--- src/rtl/xlat_pkg.sv ---
`timescale 1ns/1ps
package xlat_pkg;
    localparam int IN_AW  = 34;
    localparam int OUT_AW = 32;
    localparam int IDX_W  = 4;
    localparam int CFG_W  = 35;

    typedef enum logic [1:0] {
        KIND_READ    = 2'b00,
        KIND_WRITE   = 2'b01,
        KIND_WRITE_R = 2'b10,
        KIND_OTHER   = 2'b11
    } req_kind_e;

    typedef enum logic [1:0] {
        SEL_BASE   = 2'b00,
        SEL_MASK   = 2'b01,
        SEL_OFFSET = 2'b10,
        SEL_NONE   = 2'b11
    } cfg_sel_e;

    typedef enum logic {
        ST_IDLE = 1'b0,
        ST_EMIT = 1'b1
    } state_e;

    typedef struct packed {
        logic        en;
        logic [1:0]  mext;
        logic [31:0] mask;
        logic [1:0]  bext;
        logic [31:0] base;
        logic [31:0] offset;
    } win_cfg_t;
endpackage

--- src/rtl/xlat_regbank.sv ---
`timescale 1ns/1ps
module xlat_regbank
    import xlat_pkg::*;
#(
    parameter int NUM_WIN = 16
) (
    input  logic                clk,
    input  logic                rst_n,
    input  logic                cfg_we,
    input  logic [IDX_W-1:0]    cfg_win,
    input  logic [1:0]          cfg_sel,
    input  logic [CFG_W-1:0]    cfg_wdata,
    output win_cfg_t            cfg_o [NUM_WIN]
);
    localparam logic [31:0] LOW_CLR = 32'hFFFF_FFF8;

    cfg_sel_e sel;
    assign sel = cfg_sel_e'(cfg_sel);

    for (genvar g = 0; g < NUM_WIN; g++) begin : g_win
        win_cfg_t r;
        logic     wr_here;
        assign wr_here = cfg_we && (cfg_win == IDX_W'(g));

        always_ff @(posedge clk) begin
            if (!rst_n) begin
                r <= '0;
            end else if (wr_here) begin
                unique case (sel)
                    SEL_BASE: begin
                        r.base <= cfg_wdata[31:0] & LOW_CLR;
                        r.bext <= cfg_wdata[33:32];
                    end
                    SEL_MASK: begin
                        r.mask <= cfg_wdata[31:0] & LOW_CLR;
                        r.mext <= cfg_wdata[33:32];
                        r.en   <= cfg_wdata[34];
                    end
                    SEL_OFFSET: r.offset <= cfg_wdata[31:0] & LOW_CLR;
                    SEL_NONE:   ;
                endcase
            end
        end
        assign cfg_o[g] = r;

        // disabled right after reset
        AST_RESET_DISABLED: assert property (@(posedge clk)
            !rst_n |=> !r.en) else $error("AST_RESET_DISABLED");
    end
endmodule

--- src/rtl/xlat_match.sv ---
`timescale 1ns/1ps
module xlat_match
    import xlat_pkg::*;
#(
    parameter int NUM_WIN = 16
) (
    input  win_cfg_t            cfg_i [NUM_WIN],
    input  logic [IN_AW-1:0]    addr_i,
    output logic                hit_o,
    output logic [IDX_W-1:0]    idx_o,
    output logic [31:3]         mask_o,
    output logic [31:3]         off_o
);
    logic [NUM_WIN-1:0] hit_vec;

    for (genvar g = 0; g < NUM_WIN; g++) begin : g_cmp
        logic [IN_AW-1:0] m, b;
        assign m = {cfg_i[g].mext, cfg_i[g].mask};
        assign b = {cfg_i[g].bext, cfg_i[g].base};
        assign hit_vec[g] = cfg_i[g].en && ((addr_i & m) == (b & m));
    end

    // scan downward so the lowest matching index is the last assignment
    always_comb begin
        hit_o  = 1'b0;
        idx_o  = '0;
        mask_o = '0;
        off_o  = '0;
        for (int i = NUM_WIN - 1; i >= 0; i--) begin
            if (hit_vec[i]) begin
                hit_o  = 1'b1;
                idx_o  = IDX_W'(i);
                mask_o = cfg_i[i].mask[31:3];
                off_o  = cfg_i[i].offset[31:3];
            end
        end
    end
endmodule

--- src/rtl/xlat_addr.sv ---
`timescale 1ns/1ps
module xlat_addr
    import xlat_pkg::*;
#(
    parameter int DATAPATH_BITS = 64
) (
    input  logic [31:3]        addr_hi,
    input  logic [31:3]        mask_hi,
    input  logic [31:3]        off_hi,
    input  logic               wdptr,
    input  logic [1:0]         size,
    output logic [OUT_AW-1:0]  addr_o
);
    logic bit2;

    if (DATAPATH_BITS == 32) begin : g_narrow
        assign bit2 = (size != 2'b11) ? wdptr : 1'b0;
    end else begin : g_wide
        logic unused_narrow;
        assign unused_narrow = ^{wdptr, size};
        assign bit2 = 1'b0;
    end

    assign addr_o = {(off_hi & mask_hi) | (addr_hi & ~mask_hi), bit2, 2'b00};
endmodule

--- src/rtl/xlat_window_unit.sv ---
`timescale 1ns/1ps
module xlat_window_unit
    import xlat_pkg::*;
#(
    parameter int NUM_WIN       = 16,
    parameter int DATAPATH_BITS = 64
) (
    input  logic        clk,
    input  logic        rst_n,
    input  logic        cfg_we,
    input  logic [3:0]  cfg_win,
    input  logic [1:0]  cfg_sel,
    input  logic [34:0] cfg_wdata,
    input  logic        req_valid,
    input  logic [33:0] req_addr,
    input  logic [1:0]  req_kind,
    input  logic        req_wdptr,
    input  logic [1:0]  req_size,
    output logic        out_valid,
    output logic        out_hit,
    output logic [3:0]  out_win,
    output logic [31:0] out_addr,
    output logic        out_err
);
    win_cfg_t           cfg [NUM_WIN];
    logic               m_hit;
    logic [IDX_W-1:0]   m_idx;
    logic [31:3]        m_mask, m_off;
    logic [OUT_AW-1:0]  x_addr;
    logic               err_kind;

    xlat_regbank #(.NUM_WIN(NUM_WIN)) u_regs (
        .clk(clk), .rst_n(rst_n), .cfg_we(cfg_we), .cfg_win(cfg_win),
        .cfg_sel(cfg_sel), .cfg_wdata(cfg_wdata), .cfg_o(cfg)
    );

    xlat_match #(.NUM_WIN(NUM_WIN)) u_match (
        .cfg_i(cfg), .addr_i(req_addr), .hit_o(m_hit), .idx_o(m_idx),
        .mask_o(m_mask), .off_o(m_off)
    );

    xlat_addr #(.DATAPATH_BITS(DATAPATH_BITS)) u_addr (
        .addr_hi(req_addr[31:3]), .mask_hi(m_mask), .off_hi(m_off),
        .wdptr(req_wdptr), .size(req_size), .addr_o(x_addr)
    );

    req_kind_e kind;
    assign kind     = req_kind_e'(req_kind);
    assign err_kind = (kind == KIND_READ) || (kind == KIND_WRITE_R);

    state_e state_q, state_d;

    always_comb begin
        state_d = state_q;
        unique case (state_q)
            ST_IDLE: state_d = req_valid ? ST_EMIT : ST_IDLE;
            ST_EMIT: state_d = req_valid ? ST_EMIT : ST_IDLE;
        endcase
    end

    always_ff @(posedge clk) begin
        if (!rst_n) state_q <= ST_IDLE;
        else        state_q <= state_d;
    end

    logic               hit_q, err_q;
    logic [IDX_W-1:0]   win_q;
    logic [OUT_AW-1:0]  addr_q;

    always_ff @(posedge clk) begin
        if (!rst_n) begin
            hit_q  <= 1'b0;
            err_q  <= 1'b0;
            win_q  <= '0;
            addr_q <= '0;
        end else if (req_valid) begin
            hit_q  <= m_hit;
            err_q  <= !m_hit && err_kind;
            win_q  <= m_hit ? m_idx  : '0;
            addr_q <= m_hit ? x_addr : '0;
        end
    end

    assign out_valid = (state_q == ST_EMIT);
    assign out_hit   = out_valid && hit_q;
    assign out_err   = out_valid && err_q;
    assign out_win   = win_q;
    assign out_addr  = addr_q;

    AST_LATENCY:    assert property (@(posedge clk) disable iff (!rst_n)
        req_valid |=> out_valid) else $error("AST_LATENCY");
    AST_NO_SPURIOUS: assert property (@(posedge clk) disable iff (!rst_n)
        !req_valid |=> !out_valid) else $error("AST_NO_SPURIOUS");
    AST_ERR_ON_MISS: assert property (@(posedge clk) disable iff (!rst_n)
        out_err |-> (out_valid && !out_hit)) else $error("AST_ERR_ON_MISS");
    AST_WIN_RANGE:  assert property (@(posedge clk) disable iff (!rst_n)
        (out_valid && out_hit) |-> (32'(out_win) < NUM_WIN)) else $error("AST_WIN_RANGE");
    AST_LOW_BITS:   assert property (@(posedge clk) disable iff (!rst_n)
        out_valid |-> (out_addr[1:0] == 2'b00)) else $error("AST_LOW_BITS");
    AST_MISS_ZERO:  assert property (@(posedge clk) disable iff (!rst_n)
        (out_valid && !out_hit) |-> (out_addr == '0 && out_win == '0)) else $error("AST_MISS_ZERO");

    if (DATAPATH_BITS == 64) begin : g_chk_wide
        AST_BIT2_WIDE: assert property (@(posedge clk) disable iff (!rst_n)
            out_valid |-> !out_addr[2]) else $error("AST_BIT2_WIDE");
    end else begin : g_chk_narrow
        AST_BIT2_FULL: assert property (@(posedge clk) disable iff (!rst_n)
            (req_valid && req_size == 2'b11) |=> !out_addr[2]) else $error("AST_BIT2_FULL");
    end
endmodule

--- config.mk ---
export PLATFORM = sky130hd
export DESIGN_NAME = xlat_window_unit
export DESIGN_NICKNAME = d
export VERILOG_FILES = /design/src/rtl/xlat_pkg.sv /design/src/rtl/xlat_regbank.sv /design/src/rtl/xlat_match.sv /design/src/rtl/xlat_addr.sv /design/src/rtl/xlat_window_unit.sv
export SDC_FILE = /design/constraint.sdc
export NUM_CORES = 2
export LEC_CHECK = 0
export BUFFER_PORTS_ARGS = -buffer_cell sky130_fd_sc_hd__buf_2
export CAP_MARGIN = 20
export CORE_MARGIN = 3
export CORE_UTILIZATION = 25
export CTS_CLUSTER_DIAMETER = 60
export DETAILED_ROUTE_END_ITERATION = 6
export GPL_ROUTABILITY_DRIVEN = 1
export MAX_ROUTING_LAYER = met4
export PLACE_DENSITY_LB_ADDON = 0.25
export SLEW_MARGIN = 0
export SYNTH_ARGS = -nofsm -noshare
export SYNTH_HDL_FRONTEND = slang
export SYNTH_HIERARCHICAL = 1
export SYNTH_SLANG_ARGS = --single-unit
--- constraint.sdc ---
create_clock -name clk -period 10.02 [get_ports clk]
set_input_delay 1.002 -clock clk [delete_from_list [all_inputs] [get_ports clk]]
set_output_delay 1.002 -clock clk [all_outputs]
set_load 0.02 [all_outputs]
==> key figures <==
Outcome
  – Outcome: finished clean

Clock network
  – Clock Latency Late Sink: 820 ps
  – Cts bufs inserted: 170
  – Post-CTS Setup Inserts: 0
  – Root Buffer Master: clkbuf_16
  – H-tree depth: 4
  – Longest Clk Path Bufs: 3
  – Hold-fix buffers, CTS: 0
  – Resize count post-CTS: 0
  – TritonCTS clock tree: yes
  – Clk sink count: 1,511
  – CTS clk-pin slew, worst paths: 60 ps

Timing
  – Slew margin rel.: 12.2%
  – Final setup viols: 0
  – Fmax: 157 MHz
  – Period utilisation layout: 63.7%
  – Final hold vios: 0
  – Max Slew Vio Count: 0
  – Fin crit period: 6380 ps
  – RSZ-0062 raised after global routing: false
  – Setup TNS: 0 ps
  – Worst Tran Pin Value: 1300 ps
  – Clock Skew: 30.6 ps

Die
  – Die ar.: 0.298 mm^2
  – Die Y: 545 um
  – Cell row count: 197
  – IO Pins: 123
  – Core Box Area: 0.289 mm^2
  – Initial core utilization: 25.2%
  – Die Wd: 545 um

Route
  – Final ANT Viol Nets: 0
  – 1st-iter DRT viols: 6,036
  – Detailed Route WL: 309,000 um
  – Vias/cell: 5.03
  – Router iterations before antenna repair: 6
  – Wire per inst: 26.2 um
  – Via Count: 59,430
  – DRC: 0

Power
  – Sequential Power Share: 45.4%
  – Pwr Total: 0.0133 W
  – Clock share of power: 48.4%
  – Psw: 0.00335 W
  – Peak VDD IR: 0.179 mV
  – Power density over the cells: 163 mW/mm^2
  – Pleak: 38.3 nW
  – Sw Share: 25.2%
  – Internal power: 0.00997 W
  – Comb pwr share: 6.1%

Worst hold path
  – Worst Hold Class: flip-flop to flip-flop

Worst setup path
  – WP data required: 10,710 ps
  – Critical Path AT: 7080 ps
  – Crit path kind: input pin to flip-flop
  – Setup crit end kind: flip-flop
  – Worst Setup Start Kind: input pin
  – Critical path fanouts, max: 34

Finish
  – Layout Nets: 7,853
  – P&R area growth vs syn: 12.5%
  – Layout cells sized above 1: 8.76%

Synthesis
  – Syn Inst Count: 8,074
  – Avg Synthesized Cell Area: 9.01 um^2
  – Post-Syn Area: 0.0728 mm^2
  – Yosys warns: 6

GRT
  – First-pass GRT wire length: 432,000 um
  – Antenna violations before repair: 18
  – Total GRT Usage: 20.4%
  – Pin count of the biggest net entering global routing: 197
  – Vias in the first global route: 56,533
  – Grt ovf: 0

Placement
  – Dpl hpwl: 194,000 um
  – Final RePlAce weighted congestion: 0.945
  – IO buf count: 115

Job
  – MaxCap Viol Count: 0
[sequential cells by signal, summed over array words and instances (netlist names)]
register and count:
u_regs/cfg_o 1472, out_addr 32, hit_q 1, out_win 4
err_q 1, out_valid 1
[cells in the final DEF, fill, tap and decap left out, types with 74 or more instances in the layout]
cell type and count:
dfxtp_1 1511, conb_1 99, nand3_1 103, nand3b_1 76, a21oi_1 106, nand2_1 1736
mux2i_1 1474, buf_2 114, inv_1 83, clkbuf_16 177, nor2_1 349, nor3b_1 74
o21ai_0 234, buf_4 136, xor2_1 531, a22oi_1 186
[stage by stage]
| step | area, um^2 | instances | hold slack, ps | util [%] | setup WS [ps] |
|---|---|---|---|---|---|
| after floorplan | 73100 | 8171 | 430 | - | 5920 |
| after global placement | 75800 | 11462 | 436 | 26.2 | 2890 |
| after detailed placement | 75800 | 11465 | 444 | 26.3 | 2880 |
| after CTS | 81600 | 11779 | 454 | 28.2 | 3760 |
| after global routing | 81800 | 11801 | 465 | 28.3 | 3590 |
| final | 81800 | 11804 | 453 | 28.3 | 3640 |
[worst max-delay path: stages]
cell and delay [ps]:
buf_2 730, buf_4 400, xor2_1 120, a222oi_1 310, and3_1 350, a22o_2 200, buf_4 490, or3b_4 550
buf_4 440, nand2b_2 710, a311o_1 290, nand3_1 320, a211o_1 440, mux2_4 360, nand2_1 80, o21ai_1 60
[area by class of cell]
class                   instances  area (um^2)
diodes                         13         32.5
clock buffers                 263         5170
clock inverters                51          532
fillers                     30770       207000
inverters                      83          312
multi-input cells            5730        38600
flip-flops and latches       1511        30200
well taps                    3880         4850
repair buffers                273         2050
[metal layers]
metal / vias to the layer above / share of wire, % / routed length, um / global-route usage [%]
met5: - / 0 / 0 / -
met4: 0 / 5.1 / 15800 / 9.78
met3: 542 / 5.9 / 18100 / 2.47
met2: 2120 / 45 / 140000 / 31.7
met1: 30045 / 44 / 135000 / 26.3
li1: 26723 / - / - / -
[worst paths after layout]
check | slack, ps | from | cells past startpoint | end
max | 3640 | req_addr[4] | 16 | out_addr[23]
min | 450 | u_regs/cfg_o[831] | 2 | u_regs/cfg_o[831]
max reg2reg | 4280 | u_regs/cfg_o[865] | 15 | out_addr[23]
min reg2reg | 450 | u_regs/cfg_o[831] | 2 | u_regs/cfg_o[831]
[power groups by stage]
stage / Combinational [W] / Clock [W] / Sequential, W
final: 0.000818 / 0.00645 / 0.00605
after global routing: 0.000836 / 0.00679 / 0.00605
after CTS: 0.000804 / 0.00657 / 0.00605
after detailed placement: 0.000801 / 0 / 0.00618
after global placement: 0.000797 / 0 / 0.00618
after floorplan: 0.000468 / 0 / 0.00618
(Power assumes the default switching activity.)
